### src/rtl/sync_crc_serializer_pkg.sv
package sync_crc_serializer_pkg;

    localparam int HDR_W = 8;
    localparam int CHK_W = 8;
    localparam logic [HDR_W-1:0] HDR_PATTERN = 8'b1010_1100;
    localparam logic [CHK_W-1:0] CHK_POLY = 8'h07;

    typedef enum logic [2:0] {
        ST_IDLE,
        ST_SYNC,
        ST_DATA,
        ST_CRC,
        ST_DONE
    } tx_state_t;

endpackage

### src/rtl/scs_crc8.sv
module scs_crc8
    import sync_crc_serializer_pkg::*;
#(
    parameter int DATA_W = 16
) (
    input  logic [DATA_W-1:0] chunk_i,
    output logic [CHK_W-1:0]  crc_o
);

    logic [CHK_W-1:0] acc;
    logic             fb;

    always_comb begin
        acc = '0;
        fb  = 1'b0;
        for (int i = DATA_W - 1; i >= 0; i--) begin
            fb  = acc[CHK_W-1] ^ chunk_i[i];
            acc = {acc[CHK_W-2:0], 1'b0} ^ (fb ? CHK_POLY : '0);
        end
        crc_o = acc;
    end

endmodule

### src/rtl/scs_bit_timer.sv
module scs_bit_timer #(
    parameter int PERIOD_W = 24
) (
    input  logic                clk,
    input  logic                rst_n,
    input  logic                clear_i,
    input  logic                run_i,
    input  logic [PERIOD_W-1:0] period_i,
    output logic                tick_o
);

    logic [PERIOD_W-1:0] cnt_q;

    assign tick_o = run_i && (cnt_q == period_i - PERIOD_W'(1));

    always_ff @(posedge clk or negedge rst_n) begin
        if (!rst_n) begin
            cnt_q <= '0;
        end else if (clear_i || !run_i || tick_o) begin
            cnt_q <= '0;
        end else begin
            cnt_q <= cnt_q + PERIOD_W'(1);
        end
    end

endmodule

### src/rtl/scs_frame_shifter.sv
module scs_frame_shifter #(
    parameter int FRAME_W = 32
) (
    input  logic               clk,
    input  logic               rst_n,
    input  logic               load_i,
    input  logic [FRAME_W-1:0] frame_i,
    input  logic               shift_i,
    output logic               msb_o
);

    logic [FRAME_W-1:0] sr_q;

    assign msb_o = sr_q[FRAME_W-1];

    always_ff @(posedge clk or negedge rst_n) begin
        if (!rst_n) begin
            sr_q <= '0;
        end else if (load_i) begin
            sr_q <= frame_i;
        end else if (shift_i) begin
            sr_q <= {sr_q[FRAME_W-2:0], 1'b0};
        end
    end

endmodule

### src/rtl/sync_crc_serializer.sv
module sync_crc_serializer
    import sync_crc_serializer_pkg::*;
#(
    parameter int DATA_W   = 16,
    parameter int PERIOD_W = 24
) (
    input  logic                clk,
    input  logic                rst_n,
    input  logic                start_i,
    input  logic [DATA_W-1:0]   data_i,
    input  logic [PERIOD_W-1:0] period_i,
    input  logic                resend_i,
    output logic                tx_o,
    output logic                busy_o,
    output logic                done_o
);

    localparam int FRAME_W = HDR_W + DATA_W + CHK_W;
    localparam int CNT_W   = $clog2(DATA_W);

    tx_state_t state_q, state_d;

    logic [DATA_W-1:0]   chunk_q;
    logic [CHK_W-1:0]    chk_q;
    logic [PERIOD_W-1:0] per_q;
    logic [CNT_W-1:0]    bit_q;

    logic                take_new, take_old, launch;
    logic [DATA_W-1:0]   chunk_sel;
    logic [CHK_W-1:0]    chk_new, chk_sel;
    logic                tick, last_bit, sending, line_bit;

    assign take_new  = (state_q == ST_IDLE) && start_i;
    assign take_old  = (state_q == ST_IDLE) && !start_i && resend_i;
    assign launch    = take_new || take_old;
    assign chunk_sel = take_new ? data_i  : chunk_q;
    assign chk_sel   = take_new ? chk_new : chk_q;
    assign sending   = (state_q == ST_SYNC) || (state_q == ST_DATA) || (state_q == ST_CRC);

    scs_crc8 #(.DATA_W(DATA_W)) u_crc (
        .chunk_i (data_i),
        .crc_o   (chk_new)
    );

    scs_bit_timer #(.PERIOD_W(PERIOD_W)) u_timer (
        .clk      (clk),
        .rst_n    (rst_n),
        .clear_i  (launch),
        .run_i    (sending),
        .period_i (per_q),
        .tick_o   (tick)
    );

    scs_frame_shifter #(.FRAME_W(FRAME_W)) u_shift (
        .clk     (clk),
        .rst_n   (rst_n),
        .load_i  (launch),
        .frame_i ({HDR_PATTERN, chunk_sel, chk_sel}),
        .shift_i (tick),
        .msb_o   (line_bit)
    );

    // Chunk, check bits and period captured at launch
    always_ff @(posedge clk or negedge rst_n) begin
        if (!rst_n) begin
            chunk_q <= '0;
            chk_q   <= '0;
            per_q   <= PERIOD_W'(1);
        end else if (launch) begin
            chunk_q <= chunk_sel;
            chk_q   <= chk_sel;
            per_q   <= (period_i == '0) ? PERIOD_W'(1) : period_i;
        end
    end

    always_comb begin
        unique case (state_q)
            ST_SYNC: last_bit = (bit_q == CNT_W'(HDR_W - 1));
            ST_DATA: last_bit = (bit_q == CNT_W'(DATA_W - 1));
            ST_CRC:  last_bit = (bit_q == CNT_W'(CHK_W - 1));
            default: last_bit = 1'b0;
        endcase
    end

    // Bit position within the current phase
    always_ff @(posedge clk or negedge rst_n) begin
        if (!rst_n) begin
            bit_q <= '0;
        end else if (launch) begin
            bit_q <= '0;
        end else if (tick) begin
            bit_q <= last_bit ? '0 : bit_q + CNT_W'(1);
        end
    end

    // State register
    always_ff @(posedge clk or negedge rst_n) begin
        if (!rst_n) begin
            state_q <= ST_IDLE;
        end else begin
            state_q <= state_d;
        end
    end

    // Next state
    always_comb begin
        state_d = state_q;
        unique case (state_q)
            ST_IDLE: if (launch)           state_d = ST_SYNC;
            ST_SYNC: if (tick && last_bit) state_d = ST_DATA;
            ST_DATA: if (tick && last_bit) state_d = ST_CRC;
            ST_CRC:  if (tick && last_bit) state_d = ST_DONE;
            ST_DONE:                       state_d = ST_IDLE;
            default:                       state_d = ST_IDLE;
        endcase
    end

    // Outputs
    always_comb begin
        busy_o = 1'b0;
        done_o = 1'b0;
        tx_o   = 1'b0;
        unique case (state_q)
            ST_SYNC, ST_DATA, ST_CRC: begin
                busy_o = 1'b1;
                tx_o   = line_bit;
            end
            ST_DONE: done_o = 1'b1;
            default: ;
        endcase
    end

endmodule

### config.mk
export PLATFORM = sky130hd
export DESIGN_NAME = sync_crc_serializer
export DESIGN_NICKNAME = d
export VERILOG_FILES = /design/src/rtl/sync_crc_serializer_pkg.sv /design/src/rtl/scs_crc8.sv /design/src/rtl/scs_bit_timer.sv /design/src/rtl/scs_frame_shifter.sv /design/src/rtl/sync_crc_serializer.sv
export SDC_FILE = /design/constraint.sdc
export NUM_CORES = 1
export LEC_CHECK = 0
export BUFFER_PORTS_ARGS = -buffer_cell sky130_fd_sc_hd__buf_4
export CORE_ASPECT_RATIO = 1.2
export CORE_MARGIN = 2
export CORE_UTILIZATION = 55
export CTS_CLUSTER_SIZE = 16
export DETAILED_ROUTE_END_ITERATION = 12
export PLACE_DENSITY = 0.7
export SKIP_LAST_GASP = 1
export SLEW_MARGIN = 20
export SYNTH_ARGS = -nofsm -noshare
export SYNTH_HDL_FRONTEND = slang
export SYNTH_SLANG_ARGS = --single-unit
export TNS_END_PERCENT = 10
### constraint.sdc
create_clock -name clk -period 7.3 [get_ports clk]
set_clock_uncertainty 0.1 [all_clocks]
set_input_delay 0.73 -clock clk [delete_from_list [all_inputs] [get_ports clk]]
set_output_delay 0.73 -clock clk [all_outputs]
set_load 0.02 [all_outputs]
==> flow_metrics.env <==
export IMPL_status="completed"
export IMPL_clock_latency_ps=360
export IMPL_fin_setup_tns_ps=0
export IMPL_postRouteAntennaNets=0
export IMPL_critical_path_class="flip-flop to flip-flop"
export IMPL_wire_per_inst_um=16.8
export IMPL_hold_viol=0
export IMPL_routed_wl_met2_um=7250
export IMPL_syn2layout_area_growth_pct=12.1
export IMPL_cts_max_level=3
export IMPL_syn_area_sq_mm=0.00609
export IMPL_mostFrequentLayoutCell="dfrtp_1"
export IMPL_start_kind="flip-flop"
export IMPL_hold_buffers=0
export IMPL_routed_top_layer="met4"
export IMPL_rows=42
export IMPL_wl_met3_um=472
export IMPL_pwr_density_cell_mw_per_mm2=221
export IMPL_antenna_found_initial=0
export IMPL_die_x_um=100
export IMPL_fin_crit_sh=0.593
export IMPL_fmax_mhz=231
export IMPL_final_cell_mix="110 x dfrtp_1, 90 x nand2_1, 69 x nor2_1"
export IMPL_cts_tree="done"
export IMPL_crit_fanout=23
export IMPL_synth_edf_count=0
export IMPL_diodes=0
export IMPL_maxSlewViolCount=0
export IMPL_worst_setup_path_end_kind="flip-flop"
export IMPL_drc_errors=0
export IMPL_overflow=0
export IMPL_synth_distinct_cells=62
export IMPL_root_buffer="clkbuf_16"
export IMPL_nets=720
export IMPL_synthFlopType="dfrtp_1"
export IMPL_port_buffers=46
export IMPL_finalWirelength_um=13600
export IMPL_grt_setup_unrepaired="false"
export IMPL_die_h_um=119
export IMPL_post_cts_resized=0
export IMPL_clk_pin_slew_ps=80
export IMPL_maxCapViolations=0
export IMPL_die_area_sq_mm=0.0119
export IMPL_drive_gt1_frac=0.146
export IMPL_ir_drop_mv=0.123
export IMPL_firstDrtPassIters=5
export IMPL_slew_headroom=0.463
export IMPL_grt_pass1_wl_um=22800
export IMPL_drt_met1_wl_um=5560
export IMPL_synthCells=645
export IMPL_clock_sinks=111
export IMPL_async_reset_ff_frac=1.00
export IMPL_drt_iter0_markers=230
export IMPL_via_per_inst=5.88
export IMPL_grt_pass1_vias=4776
export IMPL_synth_seq_area_share=0.456
export IMPL_clock_path_buffers=2
export IMPL_initial_core_util=0.557
export IMPL_required_ps=7410
export IMPL_setup_viol=0
export IMPL_ys_warn_count=0
export IMPL_io_pins=47
export IMPL_num_vias=4766
export IMPL_synth_seq_cells=111
export IMPL_finalCriticalPeriod_ps=4330
export IMPL_grt_usage=0.242
export IMPL_hpwl_um=10000
export IMPL_synth_fp_nets=692
export IMPL_grt_max_degree=66
export IMPL_cts_buffers=9
export IMPL_fin_util=0.625
export IMPL_core_sq_mm=0.0109
export IMPL_cp_arrival_ps=4440
export IMPL_postCtsSetupRepairBufs=0
export IMPL_syn_area_per_cell_sq_um=9.44
export IMPL_leakagePower_uw=0.00299
export IMPL_worst_slew_pin_slew_ps=805
export IMPL_min_path_type="input port to async pin"
export IMPL_gp_congestion=0.967
[per-stage QoR]
| step | cell area, sq um | std cells | worst slack, ps | power (uW) | hold WS (ps) |
|---|---|---|---|---|---|
| after global placement | 6490 | 794 | 3130 | 985 | 360 |
| after global routing | 6830 | 810 | 2640 | 1580 | 330 |
| after CTS | 6830 | 810 | 2960 | 1520 | 299 |
| after floorplan | 6090 | 645 | 3910 | 895 | 334 |
| final | 6830 | 810 | 2970 | 1510 | 273 |
| after detailed placement | 6490 | 794 | 2960 | 990 | 384 |
[cell type report]
cell class / count / area, sq um
fill: 914 / 4100
multi-input combinational: 488 / 3120
sequential: 111 / 2780
timing repair buffer: 51 / 383
clock buffer: 9 / 225
tap: 132 / 165
clock inverter: 7 / 106
inverter: 12 / 45.0
[cells in the mapped netlist (all sizes together) (5+ instances only)]
cell,count,share of area
a21oi,35,0.029
and3,8,0.0082
buf,11,0.012
clkbuf,23,0.014
dfrtp,110,0.45
inv,12,0.0074
mux2,21,0.039
mux2i,30,0.049
nand2,90,0.055
nand2b,5,0.0051
nand3,15,0.012
nand4,13,0.013
nor2,70,0.044
nor3,18,0.016
nor4,17,0.022
o21ai,21,0.017
o22ai,5,0.0051
or3,8,0.0090
or4,5,0.0062
xnor2,46,0.066
xor2,34,0.049
[sequential cells by signal, summed over array words and instances, names as in the netlist]
name,cells
u_shift.sr_q,32
per_q,24
u_timer.cnt_q,24
chunk_q,16
chk_q,8
bit_q,4
state_q,3
[report_power, final]
part	internal, uW	leakage (uW)	switching [uW]
Combinational	121	0.00148	137
Sequential	662	0.00135	60.6
Clock	278	0.000156	252
[path summary, 6_finish.rpt]
path | slack (ps) | depth (start not counted) | to | start
setup / recovery | 2970 | 10 | u_timer.cnt_q[4]$_DFF_PN0_ | per_q[1]$_DFFE_PN0N_
hold / removal | 270 | 1 | u_timer.cnt_q[10]$_DFF_PN0_ | rst_n
setup reg to reg | 2970 | 10 | u_timer.cnt_q[4]$_DFF_PN0_ | per_q[1]$_DFFE_PN0N_
hold reg to reg | 400 | 1 | chunk_q[10]$_DFFE_PN0N_ | chunk_q[10]$_DFFE_PN0N_
max in group asynchronous | 5600 | 2 | u_shift.sr_q[6]$_DFFE_PN0P_ | rst_n
min in group clk | 400 | 1 | chunk_q[10]$_DFFE_PN0N_ | chunk_q[10]$_DFFE_PN0N_
[routing by layer]
metal	vias to the layer above	GRT usage
met5	-	0
met4	0	0.107
met3	23	0.0276
met2	104	0.426
met1	2342	0.298
li1	2297	-
[cells by family after synthesis]
kind of cell	after synthesis	synth area share
adder cells (fa/ha/maj)	3	0.00616
AND/OR/NAND/NOR	269	0.218
flip-flops	111	0.456
AO/OA/AOI/OAI	85	0.0836
buffers and inverters	46	0.0331
XOR/XNOR	80	0.115
multiplexers	51	0.0881
[critical path, stage by stage (launching register included)]
cell	delay (ps)
dfrtp_1	410
inv_1	80
ha_1	360
or4b_1	580
nor3_2	330
nand2_1	130
nor4_1	330
nor2_2	100
or4_1	910
nand2_1	720
nor2_1	130
Power figures use the tool's default switching activity.
